==> config.mk <==
export PLATFORM = sky130hd
export DESIGN_NAME = pin_irq_detect
export DESIGN_NICKNAME = d
export VERILOG_FILES = /design/src/rtl/pid_pkg.sv /design/src/rtl/pid_sync.sv /design/src/rtl/pid_detect.sv /design/src/rtl/pin_irq_detect.sv
export SDC_FILE = /design/constraint.sdc
export NUM_CORES = 1
export LEC_CHECK = 0
export BUFFER_PORTS_ARGS = -buffer_cell sky130_fd_sc_hd__buf_2
export CORE_UTILIZATION = 50
export DETAILED_ROUTE_END_ITERATION = 8
export GPL_ROUTABILITY_DRIVEN = 0
export HOLD_SLACK_MARGIN = 0.06
export PLACE_DENSITY = 0.81
export SETUP_SLACK_MARGIN = 0.15
export SYNTH_ARGS = -nofsm -noshare
export SYNTH_HDL_FRONTEND = slang
export SYNTH_SLANG_ARGS = --single-unit
==> constraint.sdc <==
create_clock -name clk -period 1.92 [get_ports clk]
set_clock_uncertainty 0.15 [all_clocks]
set_input_delay 0.384 -clock clk [delete_from_list [all_inputs] [get_ports clk]]
set_output_delay 0.384 -clock clk [all_outputs]
set_load 0.1 [all_outputs]
==> src/rtl/pid_pkg.sv <==
package pid_pkg;

  typedef enum logic [1:0] {
    SENSE_LOW  = 2'd0,
    SENSE_FALL = 2'd1,
    SENSE_RISE = 2'd2,
    SENSE_BOTH = 2'd3
  } sense_e;

  // Register byte offsets
  localparam logic [7:0] OFS_NMI_STAT  = 8'h00;
  localparam logic [7:0] OFS_NMI_CLR   = 8'h04;
  localparam logic [7:0] OFS_NMI_SENSE = 8'h08;
  localparam logic [7:0] OFS_IRQ_STAT  = 8'h10;
  localparam logic [7:0] OFS_IRQ_CLR   = 8'h14;
  localparam logic [7:0] OFS_IRQ_SENSE = 8'h18;

endpackage

==> src/rtl/pid_sync.sv <==
module pid_sync #(
  parameter int   WIDTH   = 1,
  parameter int   STAGES  = 2,
  parameter logic RST_LVL = 1'b1
) (
  input  logic             clk,
  input  logic             rst,
  input  logic [WIDTH-1:0] d,
  output logic [WIDTH-1:0] q
);

  logic [WIDTH-1:0] stg [STAGES];

  always_ff @(posedge clk) begin
    if (rst) begin
      for (int i = 0; i < STAGES; i++) stg[i] <= {WIDTH{RST_LVL}};
    end else begin
      stg[0] <= d;
      for (int i = 1; i < STAGES; i++) stg[i] <= stg[i-1];
    end
  end

  assign q = stg[STAGES-1];

endmodule

==> src/rtl/pid_detect.sv <==
module pid_detect
  import pid_pkg::*;
#(
  parameter logic RST_LVL = 1'b1
) (
  input  logic       clk,
  input  logic       rst,
  input  logic       smp,
  input  logic [1:0] sense,
  input  logic       clr,
  output logic       flag
);

  logic prev_q;
  logic ev;
  logic flag_d;

  always_comb begin
    unique case (sense_e'(sense))
      SENSE_FALL: ev = prev_q & ~smp;
      SENSE_RISE: ev = ~prev_q & smp;
      SENSE_BOTH: ev = prev_q ^ smp;
      default:    ev = 1'b0;
    endcase
    if (sense_e'(sense) == SENSE_LOW) flag_d = ~smp;
    else                              flag_d = ev | (flag & ~clr);
  end

  always_ff @(posedge clk) begin
    if (rst) begin
      prev_q <= RST_LVL;
      flag   <= 1'b0;
    end else begin
      prev_q <= smp;
      flag   <= flag_d;
    end
  end

endmodule

==> src/rtl/pin_irq_detect.sv <==
module pin_irq_detect
  import pid_pkg::*;
#(
  parameter int   NUM_PINS    = 16,
  parameter int   ADDR_W      = 8,
  parameter int   DATA_W      = 32,
  parameter int   SYNC_STAGES = 2,
  parameter logic IDLE_LVL    = 1'b1
) (
  input  logic                clk,
  input  logic                rst,
  input  logic [NUM_PINS-1:0] irq_pin,
  input  logic                nmi_pin,
  input  logic [ADDR_W-1:0]   bus_addr,
  input  logic                bus_we,
  input  logic [DATA_W-1:0]   bus_wdata,
  output logic [DATA_W-1:0]   bus_rdata,
  output logic [NUM_PINS-1:0] irq_out,
  output logic                nmi_out
);

  localparam int SENSE_W = 2 * NUM_PINS;

  logic [SENSE_W-1:0]  irq_sense_q;
  logic                nmi_sense_q;
  logic [NUM_PINS-1:0] irq_smp;
  logic                nmi_smp;
  logic [NUM_PINS-1:0] irq_clr;
  logic                nmi_clr;
  logic [DATA_W-1:0]   rd_d;

  function automatic logic hit(input logic [ADDR_W-1:0] a, input logic [7:0] ofs);
    return a == ADDR_W'(ofs);
  endfunction

  // Input synchronisers
  pid_sync #(.WIDTH(NUM_PINS), .STAGES(SYNC_STAGES), .RST_LVL(IDLE_LVL)) i_irq_sync (
    .clk(clk), .rst(rst), .d(irq_pin), .q(irq_smp)
  );
  pid_sync #(.WIDTH(1), .STAGES(SYNC_STAGES), .RST_LVL(IDLE_LVL)) i_nmi_sync (
    .clk(clk), .rst(rst), .d(nmi_pin), .q(nmi_smp)
  );

  // Sense registers
  always_ff @(posedge clk) begin
    if (rst) begin
      irq_sense_q <= '0;
      nmi_sense_q <= 1'b0;
    end else if (bus_we) begin
      if (hit(bus_addr, OFS_IRQ_SENSE)) irq_sense_q <= bus_wdata[SENSE_W-1:0];
      if (hit(bus_addr, OFS_NMI_SENSE)) nmi_sense_q <= bus_wdata[0];
    end
  end

  assign irq_clr = (bus_we && hit(bus_addr, OFS_IRQ_CLR)) ? bus_wdata[NUM_PINS-1:0] : '0;
  assign nmi_clr = bus_we && hit(bus_addr, OFS_NMI_CLR) && bus_wdata[0];

  // Per-pin detectors
  for (genvar g = 0; g < NUM_PINS; g++) begin : g_pin
    pid_detect #(.RST_LVL(IDLE_LVL)) i_det (
      .clk(clk), .rst(rst), .smp(irq_smp[g]),
      .sense(irq_sense_q[2*g +: 2]), .clr(irq_clr[g]), .flag(irq_out[g])
    );
  end

  // Non-maskable pin: sense bit 0 -> falling (mode 1), 1 -> rising (mode 2)
  pid_detect #(.RST_LVL(IDLE_LVL)) i_nmi_det (
    .clk(clk), .rst(rst), .smp(nmi_smp),
    .sense({nmi_sense_q, ~nmi_sense_q}), .clr(nmi_clr), .flag(nmi_out)
  );

  // Registered read port
  always_comb begin
    rd_d = '0;
    if      (hit(bus_addr, OFS_NMI_STAT))  rd_d[0] = nmi_out;
    else if (hit(bus_addr, OFS_NMI_SENSE)) rd_d[0] = nmi_sense_q;
    else if (hit(bus_addr, OFS_IRQ_STAT))  rd_d[NUM_PINS-1:0] = irq_out;
    else if (hit(bus_addr, OFS_IRQ_SENSE)) rd_d[SENSE_W-1:0] = irq_sense_q;
  end

  always_ff @(posedge clk) begin
    if (rst) bus_rdata <= '0;
    else     bus_rdata <= rd_d;
  end

endmodule

==> qor.yml <==
run_status: "completed"
num_antenna_cells: 0
finalSetupViolations: 0
grt.overflow.total: 0
timing.final.crit_share: 0.902
clk_path_buf_depth: 2
ff2ff_path_depth: 5
post-route-min-period_ns: 1.73
cell_rows: 38
routed.top_layer: "met4"
synth.top_cells.by_area: "sky130_fd_sc_hd__dfxtp_1, sky130_fd_sc_hd__ha_1, sky130_fd_sc_hd__mux4_2"
max-slew-margin-rel: 0.740
post_synth_mux_area_share: 0.125
worst-slew-pin-transition_ns: 0.386
criticalPathCategory: "reg -> out"
post-cts-setup-buffers: 0
p_per_area_nw_per_um2: 908
grt_max_degree: 61
drt_first_iter_violations: 225
core_um2: 10900
crit_path_max_fanout: 3
grt_usage: 0.255
crit_path_end_kind: "primary output"
detail_route.wirelength.met1_um: 5590
critical_path.startpoint_type: "register"
total_power_mw: 6.86
tritoncts: "built"
post_synth_xor_area_fraction: 0
post_synth_num_cell_types: 33
level_count_of_the_clock_h_tree: 4
maxClockFrequency_mhz: 577
mapped_cell_area_um2: 5610
postSynthCellCount: 557
cts-root-buf: "sky130_fd_sc_hd__clkbuf_8"
first_global_vias: 4632
synth.avg_cell_area_um2: 10.1
hp-class: "in -> reg"
synth_compound_gate_area_share: 0.0744
grt_first_pass_wirelength_um: 22300
cap_viol_max_count: 0
synth-seq-cells: 133
synth_top_area_share: 0.474
cp_data_required_time_ns: 1.39
vias_per_instance: 5.30
detail_route.wl_per_cell_um: 16.4
die_height_um: 108
start_util: 0.516
critical_path_buffer_and_inverter_count: 1
syn-num-nets: 649
layout-drive-gt1-share: 0.292
cp_top_family: "flip-flops"
cts.sinks: 133
met3_length_um: 756
routed-wl-met2_um: 7380
route.antenna.remaining_nets: 0
totalWireLength_um: 14100
cts-buffers-inserted: 17
synth_largest_area_cell: "sky130_fd_sc_hd__dfxtp_1"
top_level_ports: 109
cp_num_cells: 1
drc_errors: 0
synth_warnings: 0
clkTransAtPathRegs_ns: 0.06
area_enclosed_by_the_die_boundary_um2: 11700
static_leakage_power_nw: 3.44
finalCoreUtilization: 0.694
design.final.nets: 796
cp_data_arrival_time_ns: 1.20
cp_cell_sequence: "buf_6"
vias: 4539
die-width_um: 108
worst_skew_pair.late_latency_ns: 0.53
drv_slew: 0
critical_path.max_stage_delay_ns: 0.42
area.growth.synth_to_final_pct: 34.6
synth_top_family_by_area: "simple AND/OR/NAND/NOR gates"
worst_path_max_delay_cell: "sky130_fd_sc_hd__dfxtp_1"
dp_hpwl_um: 8770
synth_fa_ha_area_frac: 0.0713
filler_cell_count: 780
vdd_ir_drop_max_mv: 0.586
port_buffers: 108
hold_viol_final: 0
drt-pass1-iter-count: 4
synth-simple-area-share: 0.166
rsz0062_at_grt: "false"
number_of_antenna_violations_at_the_first_check_in_global_routing: 0
synth.yosys.seq_area_share: 0.474
worstHoldPathCells: 2
[stage by stage]
stage | hold slack (ns) | TNS, ns | area [um^2] | setup slack (ns) | cells
after floorplan | 0.239 | -3.64 | 5620 | -0.122 | 557
after global placement | 0.242 | -4.83 | 6250 | -0.123 | 776
after detailed placement | 0.245 | -6.44 | 6250 | -0.181 | 776
after CTS | 0.0639 | 0 | 7510 | 0.144 | 856
after global routing | 0.0802 | 0 | 7560 | 0.151 | 856
final | 0.105 | 0 | 7560 | 0.188 | 856
[Yosys cell counts]
| library cell | instances |
|---|---|
| sky130_fd_sc_hd__mux2i_1 | 34 |
| sky130_fd_sc_hd__nor3b_2 | 1 |
| sky130_fd_sc_hd__a22oi_1 | 15 |
| sky130_fd_sc_hd__or4b_1 | 2 |
| sky130_fd_sc_hd__nor2_1 | 16 |
| sky130_fd_sc_hd__inv_1 | 64 |
| sky130_fd_sc_hd__buf_6 | 4 |
| sky130_fd_sc_hd__nor3_1 | 2 |
| sky130_fd_sc_hd__or3b_1 | 1 |
| sky130_fd_sc_hd__o22ai_1 | 1 |
| sky130_fd_sc_hd__and3_1 | 1 |
| sky130_fd_sc_hd__a21oi_1 | 2 |
| sky130_fd_sc_hd__nor4b_4 | 1 |
| sky130_fd_sc_hd__nand2_1 | 82 |
| sky130_fd_sc_hd__o2bb2ai_1 | 16 |
| sky130_fd_sc_hd__buf_1 | 3 |
| sky130_fd_sc_hd__buf_4 | 16 |
| sky130_fd_sc_hd__dfxtp_1 | 133 |
| sky130_fd_sc_hd__or4_1 | 1 |
| sky130_fd_sc_hd__clkinv_1 | 1 |
| sky130_fd_sc_hd__nand3_1 | 1 |
| sky130_fd_sc_hd__nor2b_1 | 1 |
| sky130_fd_sc_hd__and3b_1 | 1 |
| sky130_fd_sc_hd__and2_1 | 16 |
| sky130_fd_sc_hd__ha_1 | 32 |
| sky130_fd_sc_hd__nor4b_2 | 1 |
| sky130_fd_sc_hd__o311ai_0 | 16 |
| sky130_fd_sc_hd__o41ai_1 | 1 |
| sky130_fd_sc_hd__nor4_1 | 18 |
| sky130_fd_sc_hd__mux4_2 | 16 |
| sky130_fd_sc_hd__nand2b_1 | 1 |
| sky130_fd_sc_hd__clkbuf_1 | 22 |
| sky130_fd_sc_hd__or2_2 | 35 |
[layer usage]
layer,vias up,GRT usage
met5,-,0
met4,0,0.120
met3,34,0.0609
met2,161,0.457
met1,2196,0.282
li1,2148,-
[worst reg2reg max path, cell delays in order, from the launching register on]
cell                        delay (ns)
sky130_fd_sc_hd__dfxtp_1          0.35
sky130_fd_sc_hd__inv_1            0.07
sky130_fd_sc_hd__ha_1             0.27
sky130_fd_sc_hd__inv_1            0.04
sky130_fd_sc_hd__mux4_2           0.48
sky130_fd_sc_hd__o2bb2ai_1        0.14
[what timing repair did]
item,in CTS,in global routing
setup endpoints to repair,49,13
endpoints found under the hold margin,63,0
resized for setup,51,13
pin swaps,0,0
hold buffers,49,0
[report_power, final]
group          total (mW)  internal, mW  leakage, nW  switching (mW)
sequential           2.85          2.82         1.08          0.0337
combinational       0.520         0.233         2.05           0.288
clock                3.49          2.34        0.308            1.16
[placed cells by master, fill, tap and decap left out, types with 3 or more instances in the layout]
master / netlist / layout
sky130_fd_sc_hd__ha_1: 32 / 32
sky130_fd_sc_hd__clkbuf_16: 0 / 16
sky130_fd_sc_hd__a22oi_1: 15 / 15
sky130_fd_sc_hd__and2_1: 16 / 16
sky130_fd_sc_hd__o2bb2ai_1: 16 / 16
sky130_fd_sc_hd__bufinv_16: 0 / 5
sky130_fd_sc_hd__clkbuf_8: 0 / 4
sky130_fd_sc_hd__mux4_2: 16 / 16
sky130_fd_sc_hd__inv_1: 64 / 64
sky130_fd_sc_hd__nor2_1: 16 / 16
sky130_fd_sc_hd__o311ai_0: 16 / 16
sky130_fd_sc_hd__buf_6: 4 / 15
sky130_fd_sc_hd__buf_2: 0 / 59
sky130_fd_sc_hd__buf_12: 0 / 3
sky130_fd_sc_hd__clkbuf_1: 22 / 3
sky130_fd_sc_hd__dfxtp_1: 133 / 133
sky130_fd_sc_hd__buf_4: 16 / 47
sky130_fd_sc_hd__nand2_1: 82 / 82
sky130_fd_sc_hd__dlygate4sd3_1: 0 / 49
sky130_fd_sc_hd__or2_2: 35 / 35
sky130_fd_sc_hd__nor4_1: 18 / 17
sky130_fd_sc_hd__mux2i_1: 34 / 34
[registers in the layout, indices dropped and copies added, names as in the netlist]
signal,cells
i_irq_sync.stg,32
bus_rdata,32
nmi_sense_q,1
i_nmi_sync.stg,2
i_nmi_det.prev_q,1
g_pin.i_det.prev_q,16
g_pin.i_det.flag,16
irq_sense_q,32
i_nmi_det.flag,1
[path summary, 6_finish.rpt]
path / start / endpoint / slack, ns
hold / removal: rst / i_nmi_det.flag / 0.11
setup / recovery: g_pin[7].i_det.flag / irq_out[7] / 0.19
hold reg to reg: i_irq_sync.stg[0][11] / i_irq_sync.stg[0][27] / 0.26
setup reg to reg: g_pin[11].i_det.prev_q / g_pin[11].i_det.flag / 0.29
[area by class of cell]
class	count	area [um^2]	share of cell area
Clock inverter	8	171	0.0227
Tap cell	140	175	0.0232
Sequential cell	133	2660	0.352
Inverter	65	245	0.0325
Clock buffer	23	467	0.0618
Multi-Input combinational cell	314	2470	0.327
Timing Repair Buffer	173	1370	0.181
[logic make-up (layout without fill, tap and decap cells)]
group	Yosys count	in the layout
flops	133	133
mux	50	50
simple gates	181	181
compound gates	51	51
buf+inv	110	269
fa+ha+maj	32	32
Note: power is estimated with default switching activity, not from simulation.
